File: src/rtl/bcdr_pkg.sv
package bcdr_pkg;
   localparam int unsigned DIGIT_W = 4;
   localparam int unsigned SEG_W   = 7;

   typedef logic [DIGIT_W-1:0] bcd_t;
   typedef logic [SEG_W-1:0]   seg_t;

   localparam bcd_t BCD_TOP = 4'd9;

   // segment a in bit 0 .. segment g in bit 6, active high
   function automatic seg_t bcd_to_seg(input bcd_t d);
      seg_t s;
      case (d)
         4'd0: s = 7'h3F;
         4'd1: s = 7'h06;
         4'd2: s = 7'h5B;
         4'd3: s = 7'h4F;
         4'd4: s = 7'h66;
         4'd5: s = 7'h6D;
         4'd6: s = 7'h7D;
         4'd7: s = 7'h07;
         4'd8: s = 7'h7F;
         4'd9: s = 7'h6F;
         default: s = 7'h00;
      endcase
      return s;
   endfunction
endpackage

File: src/rtl/bcdr_sync.sv
module bcdr_sync #(
   parameter int unsigned STAGES = 2
) (
   input  logic clk,
   input  logic rst_n,
   input  logic d,
   output logic q
);
   logic [STAGES-1:0] sr;

   always_ff @(posedge clk or negedge rst_n) begin
      if (!rst_n) sr <= '0;
      else        sr <= {sr[STAGES-2:0], d};
   end

   assign q = sr[STAGES-1];
endmodule

File: src/rtl/bcdr_decade_chain.sv
module bcdr_decade_chain
   import bcdr_pkg::*;
#(
   parameter int unsigned NDIG = 3
) (
   input  logic                    clk,
   input  logic                    rst_n,
   input  logic                    clear,
   output logic [NDIG*DIGIT_W-1:0] count
);
   logic [NDIG:0] carry;
   logic [NDIG:0] nines_so_far;
   bcd_t          dig [NDIG];

   // the chain holds at all nines instead of wrapping the top digit
   assign nines_so_far[0] = 1'b1;
   assign carry[0]        = ~nines_so_far[NDIG];

   for (genvar g = 0; g < NDIG; g++) begin : g_digit
      assign nines_so_far[g+1] = nines_so_far[g] & (dig[g] == BCD_TOP);
      assign carry[g+1]        = carry[g] & (dig[g] == BCD_TOP);

      always_ff @(posedge clk or negedge rst_n) begin
         if (!rst_n)          dig[g] <= '0;
         else if (clear)      dig[g] <= '0;
         else if (carry[g])   dig[g] <= (dig[g] == BCD_TOP) ? '0 : dig[g] + 4'd1;
      end

      assign count[g*DIGIT_W +: DIGIT_W] = dig[g];
   end
endmodule

File: src/rtl/bcdr_seg_bank.sv
module bcdr_seg_bank
   import bcdr_pkg::*;
#(
   parameter int unsigned NDIG = 3
) (
   input  logic [NDIG*DIGIT_W-1:0] digits,
   output logic [NDIG*SEG_W-1:0]   seg
);
   for (genvar g = 0; g < NDIG; g++) begin : g_dec
      assign seg[g*SEG_W +: SEG_W] = bcd_to_seg(digits[g*DIGIT_W +: DIGIT_W]);
   end
endmodule

File: src/rtl/bcdr_ramp_adc.sv
module bcdr_ramp_adc
   import bcdr_pkg::*;
#(
   parameter int unsigned NDIG        = 3,
   parameter int unsigned SYNC_STAGES = 2
) (
   input  logic                    clk,
   input  logic                    rst_n,
   input  logic                    cmp_in,
   output logic [NDIG*DIGIT_W-1:0] dac_code,
   output logic [NDIG*DIGIT_W-1:0] digits,
   output logic [NDIG*SEG_W-1:0]   seg,
   output logic                    over_range
);
   localparam int unsigned CODE_W   = NDIG*DIGIT_W;
   localparam int unsigned SETTLE_W = $clog2(SYNC_STAGES+1);
   localparam logic [CODE_W-1:0]   ALL_NINES  = {NDIG{BCD_TOP}};
   localparam logic [SETTLE_W-1:0] SETTLE_LD  = SETTLE_W'(SYNC_STAGES);

   if (NDIG < 1 || NDIG > 6) begin : g_bad_ndig
      $error("bcdr_ramp_adc: NDIG must lie in 1..6");
   end
   if (SYNC_STAGES < 2) begin : g_bad_sync
      $error("bcdr_ramp_adc: SYNC_STAGES must be at least 2");
   end

   logic [CODE_W-1:0]   cnt;
   logic                cmp_s;
   logic                cmp_prev;
   logic [CODE_W-1:0]   code_pipe [SYNC_STAGES];
   logic [SETTLE_W-1:0] settle;
   logic                armed;
   logic                trip;
   logic                overflow;
   logic                restart;

   bcdr_decade_chain #(.NDIG(NDIG)) i_chain (
      .clk   (clk),
      .rst_n (rst_n),
      .clear (restart),
      .count (cnt)
   );

   bcdr_sync #(.STAGES(SYNC_STAGES)) i_sync (
      .clk   (clk),
      .rst_n (rst_n),
      .d     (cmp_in),
      .q     (cmp_s)
   );

   // code history aligned with the synchroniser latency
   for (genvar g = 0; g < SYNC_STAGES; g++) begin : g_pipe
      always_ff @(posedge clk or negedge rst_n) begin
         if (!rst_n) code_pipe[g] <= '0;
         else if (g == 0) code_pipe[g] <= cnt;
         else code_pipe[g] <= code_pipe[(g == 0) ? 0 : g-1];
      end
   end

   always_ff @(posedge clk or negedge rst_n) begin
      if (!rst_n) cmp_prev <= 1'b0;
      else        cmp_prev <= cmp_s;
   end

   // ignore stale synchroniser and pipeline contents just after a restart
   assign armed    = (settle == '0);
   assign trip     = armed & cmp_prev & ~cmp_s;
   assign overflow = armed & cmp_s & (code_pipe[SYNC_STAGES-1] == ALL_NINES);
   assign restart  = trip | overflow;

   always_ff @(posedge clk or negedge rst_n) begin
      if (!rst_n)        settle <= SETTLE_LD;
      else if (restart)  settle <= SETTLE_LD;
      else if (!armed)   settle <= settle - 1'b1;
   end

   always_ff @(posedge clk or negedge rst_n) begin
      if (!rst_n) begin
         digits     <= '0;
         over_range <= 1'b0;
      end else if (trip) begin
         digits     <= code_pipe[SYNC_STAGES-1];
         over_range <= 1'b0;
      end else if (overflow) begin
         digits     <= ALL_NINES;
         over_range <= 1'b1;
      end
   end

   assign dac_code = cnt;

   bcdr_seg_bank #(.NDIG(NDIG)) i_seg (
      .digits (digits),
      .seg    (seg)
   );
endmodule

File: config.mk
export PLATFORM = sky130hd
export DESIGN_NAME = bcdr_ramp_adc
export DESIGN_NICKNAME = d
export VERILOG_FILES = /design/src/rtl/bcdr_pkg.sv /design/src/rtl/bcdr_sync.sv /design/src/rtl/bcdr_decade_chain.sv /design/src/rtl/bcdr_seg_bank.sv /design/src/rtl/bcdr_ramp_adc.sv
export SDC_FILE = /design/constraint.sdc
export NUM_CORES = 1
export LEC_CHECK = 0
export ABC_AREA = 1
export BUFFER_PORTS_ARGS = -buffer_cell sky130_fd_sc_hd__buf_2
export CORE_MARGIN = 2
export CORE_UTILIZATION = 55
export CTS_CLUSTER_DIAMETER = 100
export CTS_CLUSTER_SIZE = 12
export DETAILED_ROUTE_END_ITERATION = 7
export PLACE_DENSITY_LB_ADDON = 0.15
export SETUP_SLACK_MARGIN = 0.4
export SLEW_MARGIN = 20
export SYNTH_ARGS = -nofsm -noshare
export SYNTH_HDL_FRONTEND = slang
export SYNTH_HIERARCHICAL = 1
export SYNTH_SLANG_ARGS = --single-unit
File: constraint.sdc
create_clock -name clk -period 1.9 [get_ports clk]
set_input_delay 0.095 -clock clk [delete_from_list [all_inputs] [get_ports clk]]
set_output_delay 0.095 -clock clk [all_outputs]
set_load 0.03 [all_outputs]
* Yosys cells after proc, flatten, opt, wreduce, memory -nomap -nowiden
Memory sizes are Yosys's and may differ from the RTL's. Cells that the tools add are included.
Cells by class: bitwise logic cells 11, add/sub/neg operators 4, equal/unequal tests 6, multiplexer cells 15, reduce and logical (&&, ||, !) cells 4
Operators with widths (count):
- 4-bit two-way mux | 9
- 12-bit two-way mux | 2
- 4-bit by 1-bit adder with 4-bit output, second input constant | 3
- 12-bit == test, second input constant | 1
- 4-bit == test, second input constant | 3
- 1-bit AND | 8
- 2-bit nonzero test | 3
- 2-bit two-way mux | 2
- 2-bit by 1-bit inequality test with 1-bit output, second input constant | 2
- 2-bit logical NOT | 1
- 1-bit two-way mux | 2
- 1-bit NOT | 2
- 2-bit by 1-bit subtractor with 2-bit output, second input constant | 1
- 1-bit bitwise OR | 1
Word-level totals: memories 3, ROM bits 336, word-level logic and storage cells 53, register bits after elaboration 54
Memories:
- (no name shown) | depth 16, bits a word 7, read ports 1, clocked after memory_dff 0, wr ports 0, line bcdr_pkg.sv:13 | case (d)
- (no name shown) | depth 16, bits a word 7, read ports 1, clocked after memory_dff 0, wr ports 0, line bcdr_pkg.sv:13
- (no name shown) | depth 16, bits a word 7, read ports 1, clocked after memory_dff 0, wr ports 0, line bcdr_pkg.sv:13

* Longest topological paths before layout
Gate-level depths: netlist (run 1).
word-level depth 8, depth in mapped cells 12

* Cells and area by module
Netlist (run 1), hierarchy kept.
By module, submodules not included:
- bcdr_ramp_adc | cells an instance 112, sequential area each 1002.2 um^2, instances 1, area each 1356.3 um^2
- bcdr_decade_chain | cells an instance 79, sequential area each 300.3 um^2, instances 1, area each 726.9 um^2
- bcdr_seg_bank | cells an instance 117, sequential area each 0.0 um^2, instances 1, area each 630.6 um^2
- bcdr_sync | cells an instance 2, sequential area each 50.0 um^2, instances 1, area each 50.0 um^2

* Worst setup path before layout (run 1)
Ideal clock, no wire load.
path type reg-to-reg, start register settle[1], end register i_chain.dig, in the netlist i_chain/count[9], stages on the path, launching flop included 13, required time 1.823 ns, slack 0.158 ns, clock period less this slack 1.742 ns, path buffers 1, setup time 0.077 ns, arrival time 1.665 ns, cell sequence dfstp_2 > inv_1 > ha_1 > nand2_1 > inv_1 > nand2_2 > nor2_4 > nand2_4 > nand2_8 > inv_1 > buf_2 > nand3_1 > o21ai_1
Between the ends: longest elaborated chain between the ends 5
RTL lines:
- start: declaration | line bcdr_ramp_adc.sv:31 | logic [SETTLE_W-1:0] settle;
- start signal: assignment | line bcdr_ramp_adc.sv:74 | else if (!armed) settle <= settle - 1'b1;
- 2-bit logical NOT (*) | line bcdr_ramp_adc.sv:66 | assign armed = (settle == '0);
- 1-bit AND, on equally long branches (2 in a row) | line bcdr_ramp_adc.sv:67, bcdr_ramp_adc.sv:68
- 1-bit bitwise OR (*) | line bcdr_ramp_adc.sv:69 | assign restart = trip | overflow;
- net restart | line bcdr_ramp_adc.sv:35 | logic restart;
- 4-bit two-way mux / 2-bit nonzero test (equally long branches)
- end signal: indexed assignment | line bcdr_decade_chain.sv:26 | else if (carry[g]) dig[g] <= (dig[g] == BCD_TOP) ? '0 : dig[g] + 4'd1;
- end: declaration | line bcdr_decade_chain.sv:13 | bcd_t dig [NDIG];
Mark *: on every way through the listed nets, which the timed path passes. The rest lies on a longest branch. A chain may end at the register's enable or synchronous reset.

* Worst setup path in the final report (run 1)
start register digits[1], end output seg[6]
Between the ends: longest elaborated chain between the ends 1
RTL lines:
- start: declaration | line bcdr_ramp_adc.sv:11 | output logic [NDIG*DIGIT_W-1:0] digits,
- start signal: assignment | line bcdr_ramp_adc.sv:82 | digits <= code_pipe[SYNC_STAGES-1];
- memory 16 x 7 bit
- end: declaration | line bcdr_ramp_adc.sv:12 | output logic [NDIG*SEG_W-1:0] seg,
No other way between the ends.

==> summary.md, run 1 <==
| Metric | Value |
|---|---|
| Syn Inst Count | `310` |
| Multi-input gate area | `0.00163 mm2` |
| DRT Wirelength | `7520 um` |
| Int Power | `3.89 mW` |
| Leading area contributor after synthesis | `dfrtp_1` |
| Placed cell count | `425` |
| Reg area | `0.00136 mm2` |
| LEAKAGE | `2.08 nW` |
| Clock root buffer | `clkbuf_8` |
| Depth of the CTS H-tree | `2` |
| Gpl congestion | `0.820` |
| Syn-to-layout area delta | `49.5%` |
| Post-layout nets | `430` |
| M3 GR Usage | `0.0402` |
| EDFF count, synth | `0` |
| # DRC | `0` |
| Clock slew at reported path FFs | `90 ps` |
| CP required | `1800 ps` |
| Met1 usage | `0.252` |
| I/O pin cnt | `49` |
| CTS buffer count | `5` |
| Seq/Total Area, Yosys | `0.489` |
| Yosys warns | `6` |
| Die width | `74.9 um` |
| Row count | `25` |
| Die area | `0.00561 mm2` |
| Syn_nets | `338` |
| Mean post-synth cell area | `8.92 um2` |
| Combinational cell fraction of total power | `0.648` |
| Max Cap Viol | `0` |
| Total power | `7.58 mW` |
| Peak VDD IR | `0.992 mV` |
| Post-DP HPWL | `3420 um` |
| Total Routing Usage GR | `0.203` |
| Largest net degree at the start of global routing | `32` |
| Initial antenna violation count | `0` |
| Worst hold path class | `input pin to asynchronous set/reset pin` |
| Top cell type's share of synthesized area | `0.480` |
| Max Buffers Root-to-Sink | `2` |
| Wire per inst | `16.0 um` |
| Switching portion of total power | `0.486` |
| Clock power share | `0.096` |
| Non-Filler Instances | `470` |
| Remaining global-route overflow | `0` |
| Die Y | `74.9 um` |
| Commonest cells post-synth | `nand2_1 (98), dfrtp_1 (53), inv_1 (29)` |
| Setup TNS | `0 ps` |
| Final max-slew violation count | `0` |
| Startpoint types | `flip-flop` |
| Global route hottest layer | `met2` |
| Initial Util | `0.578` |
| Fin crit period | `1660 ps` |
| WP data arrival | `1560 ps` |
| Routed Antenna Nets | `0` |
| Sequential Power Share | `0.255` |
| Ys async rst share | `1.00` |
| Starting DRC count in detailed routing | `145` |
| RSZ-0062 raised after global routing | `true` |
| Tcrit/Tclk final | `0.872` |
| Number of setup violations in the final report | `0` |
| Vias | `2489` |
| Main flop type after synthesis | `dfrtp_1` |
| I/O Buffers | `48` |
| GR Layer Usage met2 | `0.359` |
| Final hold vios | `0` |
| Vias/cell | `5.30` |
| # fillers | `222` |
| Max Fclk | `0.604 GHz` |
| Slew margin rel. | `0.638` |
| Proportion of layout cells with a drive suffix above 1 | `0.509` |
| Reported net switching power | `3.68 mW` |
| First-pass detailed-route iteration total | `4` |
| Slew @ Worst Pin | `543 ps` |
| Yosys cell types | `23` |
| Pwr Density | `1830 mW/mm2` |
| CP max FO | `4` |
| Antenna cells | `0` |
| First-pass GRT wire length | `8630 um` |
| Most common cell in the synthesized netlist | `nand2_1` |
| Vias in the first global route | `1931` |
| Mapped Area | `0.00276 mm2` |
| Outcome | `finished clean` |
| Top post-synthesis cells by area | `dfrtp_1 (48%), nand2_1 (13%), ha_1 (11%), nand3_1 (4.2%), inv_1 (3.9%)` |
| Clock skew | `6.15 ps` |
| CTS tree | `built` |
| Crit. End Element | `primary output` |
| Type of the worst setup path | `flip-flop to primary output` |
| CTS sink count | `54` |
| CORE AREA | `0.00479 mm2` |
| Worst-Skew Late Latency | `300 ps` |
| Seq cells post-synth | `54` |
critical path, stage by stage, from the launching register on:
cell and delay (ps):
dfrtp_2 460, buf_4 160, ha_4 150, inv_2 40, nand2_2 40, nand2_1 90, nand2_1 90, nand2_1 90
buf_6 130
timing repair:
item,in CTS,in global routing
endpoints found under the setup margin,37,45
gates cloned,1,1
pin swaps,9,28
resized for setup,63,104
buffers inserted,20,13
endpoints found under the hold margin,23,0
hold buffers,2,0
flip-flops by register name, summed over array words and instances (netlist names):
signal,cells
code_pipe,24
digits,12
i_sync/sr,2
i_chain/count,12
over_range,1
cmp_prev,1
settle,2
area by class of cell:
type | count | share of cell area
multi-input combinational | 217 | 0.393
sequential | 54 | 0.330
timing repair buffer | 86 | 0.184
inverter | 37 | 0.0430
tap | 67 | 0.0203
clock buffer | 5 | 0.0167
clock inverter | 3 | 0.00969
timing repair inverter | 1 | 0.00273
power by group through the flow:
stage	registers [mW]	clock network [mW]	logic (mW)
after floorplan	2.14	0	2.05
after global placement	1.86	0	3.08
after detailed placement	1.88	0	3.13
after CTS	1.86	0.747	3.96
after global routing	1.98	0.791	5.17
final	1.93	0.731	4.91
worst paths after layout:
path                                                end                     from  cells after the start  slack (ps)
setup reg to reg           i_chain/count[1]$_DFFE_PN0P_    settle[1]$_DFFE_PN1P_                     12         300
min in group clk                 code_pipe[7]$_DFF_PN0_  code_pipe[19]$_DFF_PN0_                      0         350
hold reg to reg                  code_pipe[7]$_DFF_PN0_  code_pipe[19]$_DFF_PN0_                      0         350
max in group asynchronous         digits[1]$_DFFE_PN0P_                    rst_n                      3        1030
setup / recovery                                 seg[6]    digits[1]$_DFFE_PN0P_                      8         240
hold / removal                  code_pipe[21]$_DFF_PN0_                    rst_n                      2         300
per-stage QoR:
stage	hold WS (ps)	instance area, um2	setup WS (ps)	utilization
floorplan	-201	2790	345	-
global placement	104	3130	245	0.653
detailed placement	101	3130	205	0.653
CTS	304	3610	349	0.755
global route	349	4130	167	0.863
finish	304	4130	243	0.863
cell usage in the layout, fill, tap and decap left out, drive strengths merged:
cell | synthesis | final
nand2 | 113 | 113
buf | 2 | 83
dfrtp | 53 | 53
inv | 37 | 34
nor2 | 31 | 31
nand3 | 26 | 26
ha | 25 | 25
o21ai | 7 | 7
clkbuf | 0 | 6
clkinv | 0 | 5
xor2 | 4 | 4
xnor2 | 3 | 3
nand4 | 3 | 3
nor3 | 3 | 3
or2 | 2 | 2
dlygate4sd3 | 0 | 2
clkinvlp | 0 | 1
bufinv | 0 | 1
dfstp | 1 | 1
routing by layer:
| layer | wire, um | vias to the layer above |
|---|---|---|
| li1 | - | 1145 |
| met4 | 261 | 0 |
| met5 | 0 | - |
| met1 | 2940 | 1215 |
| met3 | 355 | 24 |
| met2 | 3970 | 105 |
kinds of logic (layout without fill, tap and decap cells):
logic type | Yosys count | count (layout) | share of synthesized area
flip-flops | 54 | 54 | 0.489
buffers and inverters | 39 | 132 | 0.0539
XOR/XNOR | 7 | 7 | 0.0222
AND/OR/NAND/NOR | 178 | 178 | 0.309
AO/OA/AOI/OAI | 7 | 7 | 0.0127
adder cells (fa/ha/maj) | 25 | 25 | 0.113
Power figures use the tool's default switching activity.
==> run 2, diff against run 1 <==
--- a/config.mk
+++ b/config.mk
@@ -8,7 +8,7 @@
 export ABC_AREA = 1
 export BUFFER_PORTS_ARGS = -buffer_cell sky130_fd_sc_hd__buf_2
 export CORE_MARGIN = 2
-export CORE_UTILIZATION = 55
+export CORE_UTILIZATION = 60
 export CTS_CLUSTER_DIAMETER = 100
 export CTS_CLUSTER_SIZE = 12
 export DETAILED_ROUTE_END_ITERATION = 7
==> constraint.sdc (replaced) <==
create_clock -name clk -period 2.09 [get_ports clk]
set_input_delay 0.1045 -clock clk [delete_from_list [all_inputs] [get_ports clk]]
set_output_delay 0.1045 -clock clk [all_outputs]
set_load 0.03 [all_outputs]
==> run 2 against run 1 <==
Net effect:
- clock power is 22% lower
- die area decreased by 7.9%
- hold slack better by 24 ps
- sequential power is 13% lower
- core utilization fell by 10 points
- routed wire length shrank 38%
- combinational power is 40% lower
- worst setup slack better by 220 ps
- final cell count is 8.5% lower
- critical path type unchanged
==> summary.md, run 2 (synthesis results as in run 1) <==
| Metric | Value |
|---|---|
| Vias in the first global route | `1777` |
| Outcome | `finished clean` |
| Die width | `71.9 um` |
| # fillers | `323` |
| Peak VDD IR | `0.991 mV` |
| CORE AREA | `0.00438 mm2` |
| Routed Antenna Nets | `0` |
| Antenna cells | `0` |
| Post-DP HPWL | `3390 um` |
| Pwr Density | `1570 mW/mm2` |
| I/O Buffers | `48` |
| Most frequent cells in the layout | `nand2_1 (98), dfrtp_1 (48), buf_2 (45)` |
| Reg area | `0.00136 mm2` |
| Tcrit/Tclk final | `0.777` |
| Startpoint types | `flip-flop` |
| Number of setup violations in the final report | `0` |
| Clock slew at reported path FFs | `90 ps` |
| LEAKAGE | `1.87 nW` |
| I/O pin cnt | `49` |
| Vias/cell | `4.87` |
| Proportion of layout cells with a drive suffix above 1 | `0.307` |
| Total Routing Usage GR | `0.189` |
| Post-layout util | `0.759` |
| Setup TNS | `0 ps` |
| RSZ-0062 raised after global routing | `true` |
| Clock root buffer | `clkbuf_8` |
| Crit. End Element | `primary output` |
| Gpl congestion | `0.806` |
| Multi-input gate area | `0.00129 mm2` |
| Depth of the CTS H-tree | `2` |
| Hold_ws | `328 ps` |
| Max Buffers Root-to-Sink | `2` |
| Syn-to-layout area delta | `20.4%` |
| Leading cell type in the layout, fill and taps excluded | `nand2_1` |
| CTS tree | `built` |
| Max Cap Viol | `0` |
| Post-layout nets | `405` |
| Type of the worst setup path | `flip-flop to primary output` |
| Starting DRC count in detailed routing | `76` |
| Final max-slew violation count | `0` |
| Max Fclk | `0.616 GHz` |
| Slew @ Worst Pin | `569 ps` |
| Die Y | `71.9 um` |
| CP required | `1990 ps` |
| Clock skew | `6.25 ps` |
| Max reg flops | `24` |
| Top reg by flops | `code_pipe` |
| First-pass GRT wire length | `7760 um` |
| Remaining global-route overflow | `0` |
| First-pass detailed-route iteration total | `4` |
| Row count | `24` |
| DRT Wirelength | `4680 um` |
| Worst-Skew Late Latency | `300 ps` |
| Initial Util | `0.630` |
| Slew margin rel. | `0.621` |
| WP data arrival | `1520 ps` |
| CP max FO | `6` |
| Worst hold path class | `input pin to asynchronous set/reset pin` |
| Final hold vios | `0` |
| Wire per inst | `10.9 um` |
| Fin crit period | `1620 ps` |
| CTS sink count | `54` |
| Largest net degree at the start of global routing | `30` |
| Die area | `0.00517 mm2` |
| Vias | `2096` |
| Initial antenna violation count | `0` |
| CTS buffer count | `5` |
| # DRC | `0` |
## run 2: cell types whose count changed in the layout (fill, tap and decap cells not counted), sizes merged
cell and change:
buf -27, bufinv -1, clkinv -3, clkinvlp -1
inv +3, clkbuf +4
## run 2: final cells by class
class,instances,area share
clock buffer,7,0.0259
clock inverter,1,0.00150
inverter,37,0.0462
multi-input combinational,217,0.387
sequential,54,0.408
tap,52,0.0195
timing repair buffer,61,0.109
timing repair inverter,1,0.00263
## run 2: layer usage
layer	track usage	up-vias	wire (um)
li1	-	1088	-
met1	0.238	958	2030
met2	0.330	46	2420
met3	0.0309	4	193
met4	0.0692	0	41
met5	0	-	0
## run 2: worst paths after layout
kind                                    startpoint                           end  slack (ps)  depth (start not counted)
setup / recovery             digits[5]$_DFFE_PN0P_                       seg[12]         470                          8
hold / removal                               rst_n       code_pipe[10]$_DFF_PN0_         330                          2
setup reg to reg             settle[1]$_DFFE_PN1P_  i_chain/count[1]$_DFFE_PN0P_         480                         12
hold reg to reg            code_pipe[21]$_DFF_PN0_        code_pipe[9]$_DFF_PN0_         350                          0
max in group asynchronous                    rst_n         digits[1]$_DFFE_PN0P_        1210                          3
min in group clk           code_pipe[21]$_DFF_PN0_        code_pipe[9]$_DFF_PN0_         350                          0
## run 2: stage by stage
step,power (mW),setup slack (ps),std cells,area [um2]
after floorplan,3.78,450,310,2770
after global placement,4.46,280,409,3080
after detailed placement,4.51,200,409,3080
after CTS,5.12,398,422,3230
after global routing,5.63,369,430,3330
final,5.21,466,430,3330
## run 2: critical path, cell delays in order, from the launching register on
cell     delay (ps)
dfrtp_2         450
buf_4           150
ha_1            160
inv_1            50
nand2_1          50
nand2_1          70
nand2_1          50
nand2_1          50
buf_2           190
## run 2: power breakdown
part           internal, mW  total (mW)  switching (mW)
Sequential             1.36        1.68           0.317
Combinational         0.955        2.96            2.00
Clock                 0.268       0.573           0.305
Total                  2.58        5.21            2.63
## run 2: what timing repair did
item,in CTS,in global routing
cloned,0,1
hold buffers,2,0
endpoints found under the hold margin,25,0
gates resized for setup,8,14
pin swaps,3,1
buffers inserted,3,7
setup endpoints to repair,16,19
